### config.mk
export PLATFORM = sky130hd
export DESIGN_NAME = accel_alloc_mgr
export DESIGN_NICKNAME = d
export VERILOG_FILES = /design/src/rtl/accalloc_pkg.sv /design/src/rtl/aag_table.sv /design/src/rtl/slot_map.sv /design/src/rtl/victim_pick.sv /design/src/rtl/accel_alloc_mgr.sv
export SDC_FILE = /design/constraint.sdc
export NUM_CORES = 1
export LEC_CHECK = 0
export BUFFER_PORTS_ARGS = -buffer_cell sky130_fd_sc_hd__buf_2
export CAP_MARGIN = 40
export CORE_MARGIN = 2
export CORE_UTILIZATION = 54
export DETAILED_ROUTE_END_ITERATION = 10
export PLACE_DENSITY = 0.79
export SETUP_SLACK_MARGIN = 0.3
export SYNTH_ARGS = -nofsm -noshare
export SYNTH_HDL_FRONTEND = slang
export SYNTH_SLANG_ARGS = --single-unit
export TNS_END_PERCENT = 20
### constraint.sdc
create_clock -name clk -period 10.9 [get_ports clk]
set_input_delay 1.09 -clock clk [delete_from_list [all_inputs] [get_ports clk]]
set_output_delay 1.09 -clock clk [all_outputs]
set_load 0.005 [all_outputs]
### src/rtl/accalloc_pkg.sv
package accalloc_pkg;
  typedef enum logic [2:0] {
    DEC_HIT     = 3'd0,
    DEC_LOAD    = 3'd1,
    DEC_REPLACE = 3'd2,
    DEC_WAIT    = 3'd3,
    DEC_SOFT    = 3'd4
  } dec_kind_e;
endpackage

### src/rtl/aag_table.sv
module aag_table #(
  parameter int NUM_PROC = 4,
  parameter int VAL_W    = 16,
  localparam int PID_W   = $clog2(NUM_PROC)
) (
  input  logic             clk,
  input  logic             rst_n,
  input  logic             upd_en,
  input  logic [PID_W-1:0] upd_pid,
  input  logic [VAL_W-1:0] gain_a [NUM_PROC],
  output logic [VAL_W-1:0] ag_nxt [NUM_PROC]
);
  logic [VAL_W-1:0] ag_q [NUM_PROC];

  // halve, then add gain when selected; clamp on carry
  function automatic logic [VAL_W-1:0] fade_acc(input logic [VAL_W-1:0] cur,
                                                input logic [VAL_W-1:0] gain,
                                                input logic             sel);
    logic [VAL_W:0] sum;
    sum = {1'b0, cur >> 1} + (sel ? {1'b0, gain} : '0);
    return sum[VAL_W] ? {VAL_W{1'b1}} : sum[VAL_W-1:0];
  endfunction

  always_comb begin
    for (int p = 0; p < NUM_PROC; p++)
      ag_nxt[p] = fade_acc(ag_q[p], gain_a[p], upd_pid == PID_W'(p));
  end

  always_ff @(posedge clk or negedge rst_n) begin
    if (!rst_n) begin
      for (int p = 0; p < NUM_PROC; p++) ag_q[p] <= '0;
    end else if (upd_en) begin
      for (int p = 0; p < NUM_PROC; p++) ag_q[p] <= ag_nxt[p];
    end
  end

  for (genvar p = 0; p < NUM_PROC; p++) begin : g_chk
    // requested entry never falls below its own gain (no wrap)
    p_req_floor_r2: assert property (@(posedge clk) disable iff (!rst_n)
      (upd_en && upd_pid == PID_W'(p)) |=> ag_q[p] >= $past(gain_a[p]));
    // other entries only decay
    p_other_decay_r1: assert property (@(posedge clk) disable iff (!rst_n)
      (upd_en && upd_pid != PID_W'(p)) |=> ag_q[p] <= $past(ag_q[p]));
  end
endmodule

### src/rtl/slot_map.sv
module slot_map #(
  parameter int NUM_PROC  = 4,
  parameter int NUM_SLOTS = 2,
  localparam int PID_W    = $clog2(NUM_PROC),
  localparam int SLOT_W   = (NUM_SLOTS > 1) ? $clog2(NUM_SLOTS) : 1
) (
  input  logic              clk,
  input  logic              rst_n,
  input  logic              wr_en,
  input  logic [SLOT_W-1:0] wr_slot,
  input  logic [PID_W-1:0]  wr_pid,
  input  logic [PID_W-1:0]  q_pid,
  output logic              hit,
  output logic [SLOT_W-1:0] hit_slot,
  output logic              free_any,
  output logic [SLOT_W-1:0] free_slot,
  output logic [NUM_SLOTS-1:0] slot_vld,
  output logic [PID_W-1:0]  slot_pid [NUM_SLOTS]
);
  always_comb begin
    hit = 1'b0;
    hit_slot = '0;
    free_any = 1'b0;
    free_slot = '0;
    for (int k = NUM_SLOTS - 1; k >= 0; k--) begin
      if (slot_vld[k] && slot_pid[k] == q_pid) begin
        hit = 1'b1;
        hit_slot = SLOT_W'(k);
      end
      if (!slot_vld[k]) begin
        free_any = 1'b1;
        free_slot = SLOT_W'(k);
      end
    end
  end

  always_ff @(posedge clk or negedge rst_n) begin
    if (!rst_n) begin
      slot_vld <= '0;
      for (int k = 0; k < NUM_SLOTS; k++) slot_pid[k] <= '0;
    end else if (wr_en) begin
      slot_vld[wr_slot] <= 1'b1;
      slot_pid[wr_slot] <= wr_pid;
    end
  end

  for (genvar a = 0; a < NUM_SLOTS; a++) begin : g_ua
    for (genvar b = a + 1; b < NUM_SLOTS; b++) begin : g_ub
      // a process is resident in at most one slot
      p_unique_r3: assert property (@(posedge clk) disable iff (!rst_n)
        (slot_vld[a] && slot_vld[b]) |-> slot_pid[a] != slot_pid[b]);
    end
  end
endmodule

### src/rtl/victim_pick.sv
module victim_pick #(
  parameter int NUM_PROC  = 4,
  parameter int NUM_SLOTS = 2,
  parameter int VAL_W     = 16,
  localparam int PID_W    = $clog2(NUM_PROC),
  localparam int SLOT_W   = (NUM_SLOTS > 1) ? $clog2(NUM_SLOTS) : 1
) (
  input  logic                 clk,
  input  logic                 rst_n,
  input  logic [NUM_SLOTS-1:0] slot_vld,
  input  logic [PID_W-1:0]     slot_pid [NUM_SLOTS],
  input  logic [VAL_W-1:0]     ag_nxt [NUM_PROC],
  output logic [SLOT_W-1:0]    vic_slot,
  output logic [VAL_W-1:0]     vic_ag
);
  logic found;

  always_comb begin
    found = 1'b0;
    vic_slot = '0;
    vic_ag = '0;
    for (int k = 0; k < NUM_SLOTS; k++) begin
      if (slot_vld[k] && (!found || ag_nxt[slot_pid[k]] < vic_ag)) begin
        found = 1'b1;
        vic_slot = SLOT_W'(k);
        vic_ag = ag_nxt[slot_pid[k]];
      end
    end
  end

  for (genvar k = 0; k < NUM_SLOTS; k++) begin : g_min
    // candidate score is no larger than any resident's score
    p_victim_min_r5: assert property (@(posedge clk) disable iff (!rst_n)
      slot_vld[k] |-> vic_ag <= ag_nxt[slot_pid[k]]);
    // a lower slot with the same score is never passed over
    p_victim_tie_r5: assert property (@(posedge clk) disable iff (!rst_n)
      (slot_vld[k] && ag_nxt[slot_pid[k]] == vic_ag) |-> vic_slot <= SLOT_W'(k));
  end
endmodule

### src/rtl/accel_alloc_mgr.sv
module accel_alloc_mgr
  import accalloc_pkg::*;
#(
  parameter int NUM_PROC  = 4,
  parameter int NUM_SLOTS = 2,
  parameter int VAL_W     = 16,
  localparam int PID_W    = $clog2(NUM_PROC),
  localparam int SLOT_W   = (NUM_SLOTS > 1) ? $clog2(NUM_SLOTS) : 1
) (
  input  logic                       clk,
  input  logic                       rst_n,
  input  logic                       req_valid,
  output logic                       req_ready,
  input  logic [PID_W-1:0]           req_pid,
  input  logic [NUM_PROC*VAL_W-1:0]  gain_tbl,
  input  logic [NUM_PROC*VAL_W-1:0]  ovh_tbl,
  input  logic [NUM_SLOTS*VAL_W-1:0] slot_wait,
  output logic                       dec_valid,
  input  logic                       dec_ready,
  output logic [2:0]                 dec_kind,
  output logic [SLOT_W-1:0]          dec_slot,
  output logic [PID_W-1:0]           dec_pid,
  output logic                       dec_load,
  output logic                       dec_evict,
  output logic [PID_W-1:0]           dec_evict_pid
);
  localparam int CMP_W = VAL_W + 2;

  logic [VAL_W-1:0] gain_a [NUM_PROC];
  logic [VAL_W-1:0] ovh_a  [NUM_PROC];
  logic [VAL_W-1:0] wait_a [NUM_SLOTS];
  logic [VAL_W-1:0] ag_nxt [NUM_PROC];

  for (genvar p = 0; p < NUM_PROC; p++) begin : g_ptab
    assign gain_a[p] = gain_tbl[p*VAL_W +: VAL_W];
    assign ovh_a[p]  = ovh_tbl[p*VAL_W +: VAL_W];
  end
  for (genvar k = 0; k < NUM_SLOTS; k++) begin : g_stab
    assign wait_a[k] = slot_wait[k*VAL_W +: VAL_W];
  end

  // named internal events
  logic ev_accept, ev_hit, ev_load, ev_replace, ev_wait, ev_place;

  assign req_ready = !dec_valid || dec_ready;
  assign ev_accept = req_valid && req_ready;

  logic                 hit, free_any;
  logic [SLOT_W-1:0]    hit_slot, free_slot, vic_slot;
  logic [NUM_SLOTS-1:0] slot_vld;
  logic [PID_W-1:0]     slot_pid [NUM_SLOTS];
  logic [VAL_W-1:0]     vic_ag;
  dec_kind_e            nxt_kind;
  logic [SLOT_W-1:0]    nxt_slot;

  aag_table #(.NUM_PROC(NUM_PROC), .VAL_W(VAL_W)) u_ag (
    .clk(clk), .rst_n(rst_n), .upd_en(ev_accept), .upd_pid(req_pid),
    .gain_a(gain_a), .ag_nxt(ag_nxt));

  slot_map #(.NUM_PROC(NUM_PROC), .NUM_SLOTS(NUM_SLOTS)) u_slots (
    .clk(clk), .rst_n(rst_n), .wr_en(ev_place), .wr_slot(nxt_slot),
    .wr_pid(req_pid), .q_pid(req_pid), .hit(hit), .hit_slot(hit_slot),
    .free_any(free_any), .free_slot(free_slot), .slot_vld(slot_vld),
    .slot_pid(slot_pid));

  victim_pick #(.NUM_PROC(NUM_PROC), .NUM_SLOTS(NUM_SLOTS), .VAL_W(VAL_W)) u_vic (
    .clk(clk), .rst_n(rst_n), .slot_vld(slot_vld), .slot_pid(slot_pid),
    .ag_nxt(ag_nxt), .vic_slot(vic_slot), .vic_ag(vic_ag));

  // threshold arithmetic, widened so the sums cannot wrap
  logic [CMP_W-1:0] req_ag_x, thr_load, thr_rep, thr_wait;
  logic [VAL_W-1:0] vic_wait;

  assign vic_wait = wait_a[vic_slot];
  assign req_ag_x = CMP_W'(ag_nxt[req_pid]);
  assign thr_load = CMP_W'(ovh_a[req_pid]);
  assign thr_rep  = thr_load + CMP_W'(vic_ag);
  assign thr_wait = thr_rep + CMP_W'(vic_wait);

  always_comb begin
    nxt_kind = DEC_SOFT;
    nxt_slot = '0;
    if (hit) begin
      nxt_kind = DEC_HIT;
      nxt_slot = hit_slot;
    end else if (free_any) begin
      if (req_ag_x > thr_load) begin
        nxt_kind = DEC_LOAD;
        nxt_slot = free_slot;
      end
    end else if (vic_wait == '0) begin
      if (req_ag_x > thr_rep) begin
        nxt_kind = DEC_REPLACE;
        nxt_slot = vic_slot;
      end
    end else if (req_ag_x > thr_wait) begin
      nxt_kind = DEC_WAIT;
      nxt_slot = vic_slot;
    end
  end

  assign ev_hit     = ev_accept && nxt_kind == DEC_HIT;
  assign ev_load    = ev_accept && nxt_kind == DEC_LOAD;
  assign ev_replace = ev_accept && nxt_kind == DEC_REPLACE;
  assign ev_wait    = ev_accept && nxt_kind == DEC_WAIT;
  assign ev_place   = ev_load || ev_replace;

  always_ff @(posedge clk or negedge rst_n) begin
    if (!rst_n) begin
      dec_valid     <= 1'b0;
      dec_kind      <= DEC_SOFT;
      dec_slot      <= '0;
      dec_pid       <= '0;
      dec_load      <= 1'b0;
      dec_evict     <= 1'b0;
      dec_evict_pid <= '0;
    end else if (ev_accept) begin
      dec_valid     <= 1'b1;
      dec_kind      <= nxt_kind;
      dec_slot      <= nxt_slot;
      dec_pid       <= req_pid;
      dec_load      <= ev_place;
      dec_evict     <= ev_replace;
      dec_evict_pid <= ev_replace ? slot_pid[vic_slot] : '0;
    end else if (dec_ready) begin
      dec_valid     <= 1'b0;
    end
  end

  // an accepted request yields a decision on the next edge
  p_dec_follows_r9: assert property (@(posedge clk) disable iff (!rst_n)
    ev_accept |=> dec_valid && dec_pid == $past(req_pid));
  // a stalled decision holds
  p_stall_hold_r9: assert property (@(posedge clk) disable iff (!rst_n)
    (dec_valid && !dec_ready) |=> dec_valid && $stable(dec_kind) && $stable(dec_slot)
                                  && $stable(dec_pid));
  // a replacement always targets an occupied slot
  p_evict_occupied_r6: assert property (@(posedge clk) disable iff (!rst_n)
    ev_replace |-> slot_vld[vic_slot]);
  // a load goes into a slot that was empty
  p_load_empty_r4: assert property (@(posedge clk) disable iff (!rst_n)
    ev_load |=> $past(!slot_vld[nxt_slot]));
  // waiting changes no residency
  p_wait_keeps_r7: assert property (@(posedge clk) disable iff (!rst_n)
    ev_wait |=> $stable(slot_vld));
  // a hit does not request loading
  p_hit_noload_r3: assert property (@(posedge clk) disable iff (!rst_n)
    ev_hit |=> !dec_load && !dec_evict);
endmodule

==> impl_metrics.py, run 1 <==
metrics = {
    "status": {
        "status": "finished, violations left",
        "violations": "negative setup slack",
    },
    "worst_setup_path": {
        "slowest_delay_ns": 0.48,
        "cp_common_cell": "buf_6",
        "endpoint_kind": "flip-flop",
        "crit_path_start_kind": "input port",
        "cp_slowest_cell": "a2111oi_4",
        "ff2ff_path_depth": 49,
        "crit_fanout": 11,
        "r2r_start": "u_ag.ag_q[17]",
        "worst_ep_required_time_ns": 11.13,
        "setup.worst_path.start": "req_pid[1]",
        "reg2reg_to": "u_slots.slot_pid[0]",
        "setup.worst_path.end": "u_slots.slot_pid[0]",
        "path_class": "input port to flip-flop",
        "r2r_slack_ns": 0.71,
        "arrival_ns": 11.15,
    },
    "placement": {
        "port_buffers": 177,
        "pre_cts_ws_ns": -0.515,
        "place_congestion": 1.01,
        "placedCellCount": 2089,
        "dp_hpwl_um": 32800,
    },
    "routing": {
        "drtAntennaViolNets": 0,
        "routedWlPerCell_um": 20.8,
        "drt_iter0_drc": 1047,
        "drt-vias-per-instance": 6.25,
        "dr.pass1.iters": 6,
        "drc_errors": 0,
        "num_vias": 13400,
        "finalWirelength_um": 44700,
    },
    "floorplanning": {
        "start_util_pct": 55.1,
        "num_rows": 53,
        "io_pins": 178,
        "die_w_um": 150,
        "core_area_sq_mm": 0.0210,
        "die_h_um": 150,
        "dieArea_sq_mm": 0.0226,
    },
    "clock_network": {
        "cts_made_buffers": 9,
        "insertion_delay_ns": 0.36,
        "cts_tree": "yes",
        "cts_root_buffer": "clkbuf_16",
        "clkSinkCount": 77,
        "path_clk_slew_ns": 0.06,
        "htree_levels": 3,
        "clk_path_buf_depth": 2,
        "hold_buffers": 0,
    },
    "grt": {
        "antenna_found_initial": 1,
        "grt_pass1_vias": 13000,
        "grt.total_usage_pct": 37.1,
        "grt_overflow": 0,
        "grt_pass1_wl_um": 65500,
        "grt_max_degree": 94,
    },
    "timing": {
        "setup_viol": 2,
        "worst_slack_ns": -0.0136,
        "hold_viol_final": 0,
        "fin_skew_ns": 0.0132,
        "min_period_over_period_pct": 100,
        "tightest_slew_ns": 0.931,
        "rsz0062_at_grt": "yes",
        "fin_crit_ns": 10.91,
        "maxSlewViolCount": 0,
        "fmax_mhz": 91.6,
        "maxSlewHeadroom_pct": 37.9,
    },
    "synth": {
        "synthAdderAreaFrac_pct": 18.0,
        "yosys_most_used_dff": "dfrtp_1",
        "syn_area_sq_mm": 0.0116,
        "synthSimpleGateAreaFrac_pct": 23.3,
        "synth.most_common_cell": "nand2_1",
        "synth-xor-area-share_pct": 5.60,
        "yosysSeqAreaShare_pct": 16.6,
        "synth-seq-cells": 77,
        "synthTopCellsByArea": "ha_1 (17%), dfrtp_1 (16%), mux4_2 (9.7%)",
        "synth.avg_cell_area_sq_um": 8.06,
        "synthCells": 1438,
        "synth_top_cell_area_share_pct": 17.0,
        "synth_cell_types": 79,
        "yosys_warnings": 0,
        "synth_compound_area_share_pct": 21.6,
        "synth.net_count": 1767,
        "synth_top_family_by_area": "simple AND/OR/NAND/NOR gates",
        "synth.area.mux_share_pct": 10.9,
        "synth_edf_count": 0,
        "yosys.area.top_type": "ha_1",
        "yosys-top-cells-count": "nand2_1 (239), ha_1 (157), o21ai_0 (97)",
        "synthArstFlopShare_pct": 100,
    },
    "layout": {
        "fill_cells": 1442,
        "final_cell_count_no_fill": 2147,
        "fin_util_pct": 77.2,
        "final_nets": 2195,
        "drive_above_1_share_pct": 38.9,
        "area_growth_pct": 40.1,
    },
    "job": {
        "maxCapViolCount": 0,
    },
    "min_path": {
        "min_from": "dec_pid[1]",
        "min_path_type": "flip-flop to flip-flop",
    },
}
==> per-stage QoR <==
step,hold slack (ns),setup TNS [ns],cell area (sq um)
2_1_floorplan,0.450,0,11700
3_3_place_gp,0.452,-0.723,14600
3_5_place_dp,0.466,-3.14,14600
4_1_cts,0.480,0,15300
5_1_grt,0.495,-3.05,16200
6_report,0.472,-0.0265,16200
==> registers in the layout, indices dropped and copies added (netlist names) <==
register and count:
dec_evict 1, dec_evict_pid 2, u_ag.ag_q 60, dec_kind 3, u_slots.slot_vld 2, dec_slot 1, dec_pid 2, dec_load 1
dec_valid 1, u_slots.slot_pid 4
==> cell type report <==
class	count	area, sq um	share of cell area [%]
multi-input combinational	1242	10200	62.6
timing repair buffer	476	3250	20.0
sequential	77	1930	11.9
tap	275	344	2.12
clock buffer	9	225	1.39
inverter	60	225	1.39
clock inverter	7	98.8	0.609
antenna	1	2.50	0.0154
==> critical path: cells and delay by family <==
family	cells	cell delay [ns]
compound gates	24	4.42
xor+xnor	2	0.30
buf+inv	9	1.37
fa+ha+maj	5	1.47
mux	1	0.32
simple gates	12	2.15
==> cell usage in the layout, fill, tap and decap left out, types with 7 or more instances in the layout <==
| cell | instances |
|---|---|
| ha_4 | 16 |
| o21ai_2 | 11 |
| o21a_1 | 16 |
| buf_6 | 11 |
| inv_1 | 56 |
| nor4_1 | 10 |
| a211oi_1 | 13 |
| nand3_1 | 23 |
| nand2_1 | 223 |
| o21ai_1 | 8 |
| buf_4 | 284 |
| or2_2 | 7 |
| o21bai_1 | 15 |
| xnor2_1 | 34 |
| dfrtp_1 | 76 |
| and2_4 | 9 |
| nor3_1 | 22 |
| o211ai_1 | 15 |
| nand4_1 | 13 |
| nand2b_1 | 33 |
| a21o_1 | 50 |
| mux4_2 | 50 |
| and3_1 | 22 |
| nand2_2 | 15 |
| xor2_1 | 32 |
| a31oi_1 | 9 |
| a21oi_1 | 62 |
| a21oi_2 | 24 |
| buf_2 | 175 |
| and2_1 | 43 |
| clkbuf_16 | 10 |
| ha_1 | 133 |
| nor2b_1 | 17 |
| ha_2 | 8 |
| nor2_1 | 83 |
| o21ai_0 | 81 |
==> per-layer routing <==
metal  part of all wire [%]  vias to the layer above  track usage [%]
met3                    9.3                      202             6.91
met5                      0                        -                0
met2                     47                      790             62.4
li1                       -                     6103                -
met1                     37                     6324             45.7
met4                    6.1                        0             17.8
==> cells by family after synthesis <==
logic type               after synthesis
AO/OA/AOI/OAI                        378
XOR/XNOR                              74
adder cells (fa/ha/maj)              163
buffers and inverters                119
flip-flops                            77
multiplexers                          63
AND/OR/NAND/NOR                      564
==> how the worst min path moves through the flow <==
stage                               end  depth (start not counted)  slack [ns]
after floorplan           u_ag.ag_q[44]                          2        0.45
after global placement        dec_evict                          2        0.45
after detailed placement     dec_pid[1]                          2        0.47
after CTS                    dec_pid[1]                          2        0.48
after global routing        dec_kind[1]                          1        0.49
final                        dec_pid[1]                          2        0.47
==> what timing repair did <==
action	4_1_cts	5_1_grt
pin swaps	34	108
setup endpoints to repair	9	11
resized for setup	57	154
gates cloned	0	2
buffers inserted	12	27
Power of run 1 is not shown: default switching activity piles up to over one toggle a cycle in this logic, so the estimate is an artifact.
==> run 2: changes to the inputs <==
--- a/config.mk
+++ b/config.mk
@@ -10,7 +10,7 @@
 export CORE_MARGIN = 2
 export CORE_UTILIZATION = 54
 export DETAILED_ROUTE_END_ITERATION = 10
-export PLACE_DENSITY = 0.79
+export PLACE_DENSITY = 0.76
 export SETUP_SLACK_MARGIN = 0.3
 export SYNTH_ARGS = -nofsm -noshare
 export SYNTH_HDL_FRONTEND = slang
==> constraint.sdc (replaced) <==
create_clock -name clk -period 12.2 [get_ports clk]
set_input_delay 1.22 -clock clk [delete_from_list [all_inputs] [get_ports clk]]
set_output_delay 1.22 -clock clk [all_outputs]
set_load 0.005 [all_outputs]
==> run 2 against run 1 <==
Compared with the run above: the flow now finishes without violations; wire length is 17% lower; first-iteration DRC count is 34% lower; final area down 17%; worst hold slack got worse by 0.013 ns; utilization shrank 13 points; non-clock buffer count down 254; critical path depth is 6 lower; register-to-register slack improved by 1.2 ns; via count fell by 14%; cell count down 12%; setup slack gained 0.88 ns; sequential share of layout area increased by 2.4 points.
==> impl_metrics.py, run 2 (synthesis results as in run 1) <==
metrics = {
    "status": {
        "status": "finished, final reports clean",
    },
    "routing": {
        "drt-vias-per-instance": 6.09,
        "drc_errors": 0,
        "num_vias": 11500,
        "finalWirelength_um": 37100,
        "drt_iter0_drc": 696,
        "drtAntennaViolNets": 0,
        "dr.pass1.iters": 7,
        "routedWlPerCell_um": 19.6,
    },
    "worst_setup_path": {
        "slowest_delay_ns": 0.49,
        "cp_common_cell": "ha_1",
        "crit_fanout": 15,
        "r2r_slack_ns": 1.86,
        "crit_path_start_kind": "input port",
        "path_class": "input port to flip-flop",
        "worst_ep_required_time_ns": 12.43,
        "endpoint_kind": "flip-flop",
        "cp_slowest_cell": "mux4_2",
        "arrival_ns": 11.56,
    },
    "layout": {
        "fill_cells": 1856,
        "largestRegisters": "u_ag.ag_q x60, u_slots.slot_pid x4, dec_kind x3",
        "largest_register_ffs": 60,
        "mostFrequentLayoutCell": "nand2_1",
        "drive_above_1_share_pct": 22.3,
        "num_antenna_cells": 0,
        "area_growth_pct": 16.8,
        "layout_common_cells": "nand2_1 (237), buf_2 (174), ha_1 (157)",
        "seqCellArea_sq_mm": 0.00193,
        "final_nets": 1941,
        "multi_input_area_sq_mm": 0.00940,
        "regMostFlops": "u_ag.ag_q",
    },
    "floorplanning": {
        "core_area_sq_mm": 0.0210,
        "die_w_um": 150,
        "io_pins": 178,
        "start_util_pct": 55.1,
        "num_rows": 53,
        "dieArea_sq_mm": 0.0226,
        "die_h_um": 150,
    },
    "placement": {
        "place_congestion": 0.991,
        "port_buffers": 177,
        "dp_hpwl_um": 30000,
    },
    "clock_network": {
        "insertion_delay_ns": 0.35,
        "cts_tree": "yes",
        "path_clk_slew_ns": 0.06,
        "cts_root_buffer": "clkbuf_16",
        "clkSinkCount": 77,
        "clk_path_buf_depth": 2,
        "cts_made_buffers": 9,
        "htree_levels": 3,
    },
    "job": {
        "maxCapViolCount": 0,
    },
    "timing": {
        "maxSlewViolCount": 0,
        "setup_viol": 0,
        "finalSetupTns_ns": 0,
        "maxSlewHeadroom_pct": 39.2,
        "fmax_mhz": 88.3,
        "hold_viol_final": 0,
        "fin_skew_ns": 0.00510,
        "tightest_slew_ns": 0.912,
        "rsz0062_at_grt": "no",
        "min_period_over_period_pct": 92.9,
        "fin_crit_ns": 11.33,
    },
    "grt": {
        "grt.total_usage_pct": 32.7,
        "grt_pass1_wl_um": 57100,
        "antenna_found_initial": 0,
        "grt_max_degree": 94,
        "grt_overflow": 0,
        "grt_pass1_vias": 10700,
    },
    "min_path": {
        "min_path_type": "flip-flop to flip-flop",
    },
}
==> run 2: cell count changes in the layout (fill, tap and decap cells not counted), sizes merged <==
cell,previous run,this run
diode,1,0
clkinvlp,1,0
clkbuf,10,15
buf,475,219
inv,60,59
clkinv,4,3
==> run 2: worst max-delay path: cells and delay by family <==
| kind | cells | cell delay (ns) |
|---|---|---|
| AO/OA/AOI/OAI | 23 | 5.22 |
| adder cells (fa/ha/maj) | 7 | 1.98 |
| buffers and inverters | 3 | 0.44 |
| XOR/XNOR | 2 | 0.37 |
| multiplexers | 2 | 0.82 |
| AND/OR/NAND/NOR | 10 | 1.51 |
==> run 2: cell type report <==
cell class                 instances  share of cell area (%)
clock buffer                      12                    1.90
clock inverter                     4                   0.518
inverter                          60                    1.67
multi-input combinational       1242                    69.5
sequential                        77                    14.3
tap                              275                    2.54
timing repair buffer             222                    9.59
==> run 2: layer usage <==
metal	GRT usage (%)	up-vias	share of wire, %
met1	43.0	5376	41
met2	55.1	478	47
met5	0	-	0
met4	10.8	0	3.6
met3	4.76	77	8.1
li1	-	5589	-
==> run 2: repair_timing <==
| item | in CTS | in global routing |
|---|---|---|
| endpoints found under the hold margin | 0 | 0 |
| gates resized for setup | 0 | 62 |
| hold buffers | 0 | 0 |
| setup endpoints to repair | 0 | 10 |
| buffers inserted | 0 | 4 |
==> run 2: worst paths after layout <==
kind / startpoint / endpoint / cells after the start
setup / recovery: req_pid[0] / u_slots.slot_pid[0] / 47
hold / removal: dec_evict / dec_evict / 2
setup reg to reg: u_ag.ag_q[1] / u_slots.slot_pid[0] / 44
hold reg to reg: dec_evict / dec_evict / 2
max in group asynchronous: rst_n / u_slots.slot_vld[0] / 2
min in group asynchronous: rst_n / u_ag.ag_q[41] / 1
==> run 2: per-stage QoR <==
stage	area, sq um	utilization [%]	cells	hold WS [ns]	setup WS (ns)
4_1_cts	13200	63.0	1887	0.463	0.327
6_report	13500	64.3	1892	0.460	0.869
5_1_grt	13500	64.3	1892	0.493	0.293
3_3_place_gp	12900	61.3	1870	0.447	0.269
2_1_floorplan	11600	-	1438	0.450	0.397
3_5_place_dp	12900	61.4	1871	0.450	0.0231
Power of run 2 is left out for the same reason.
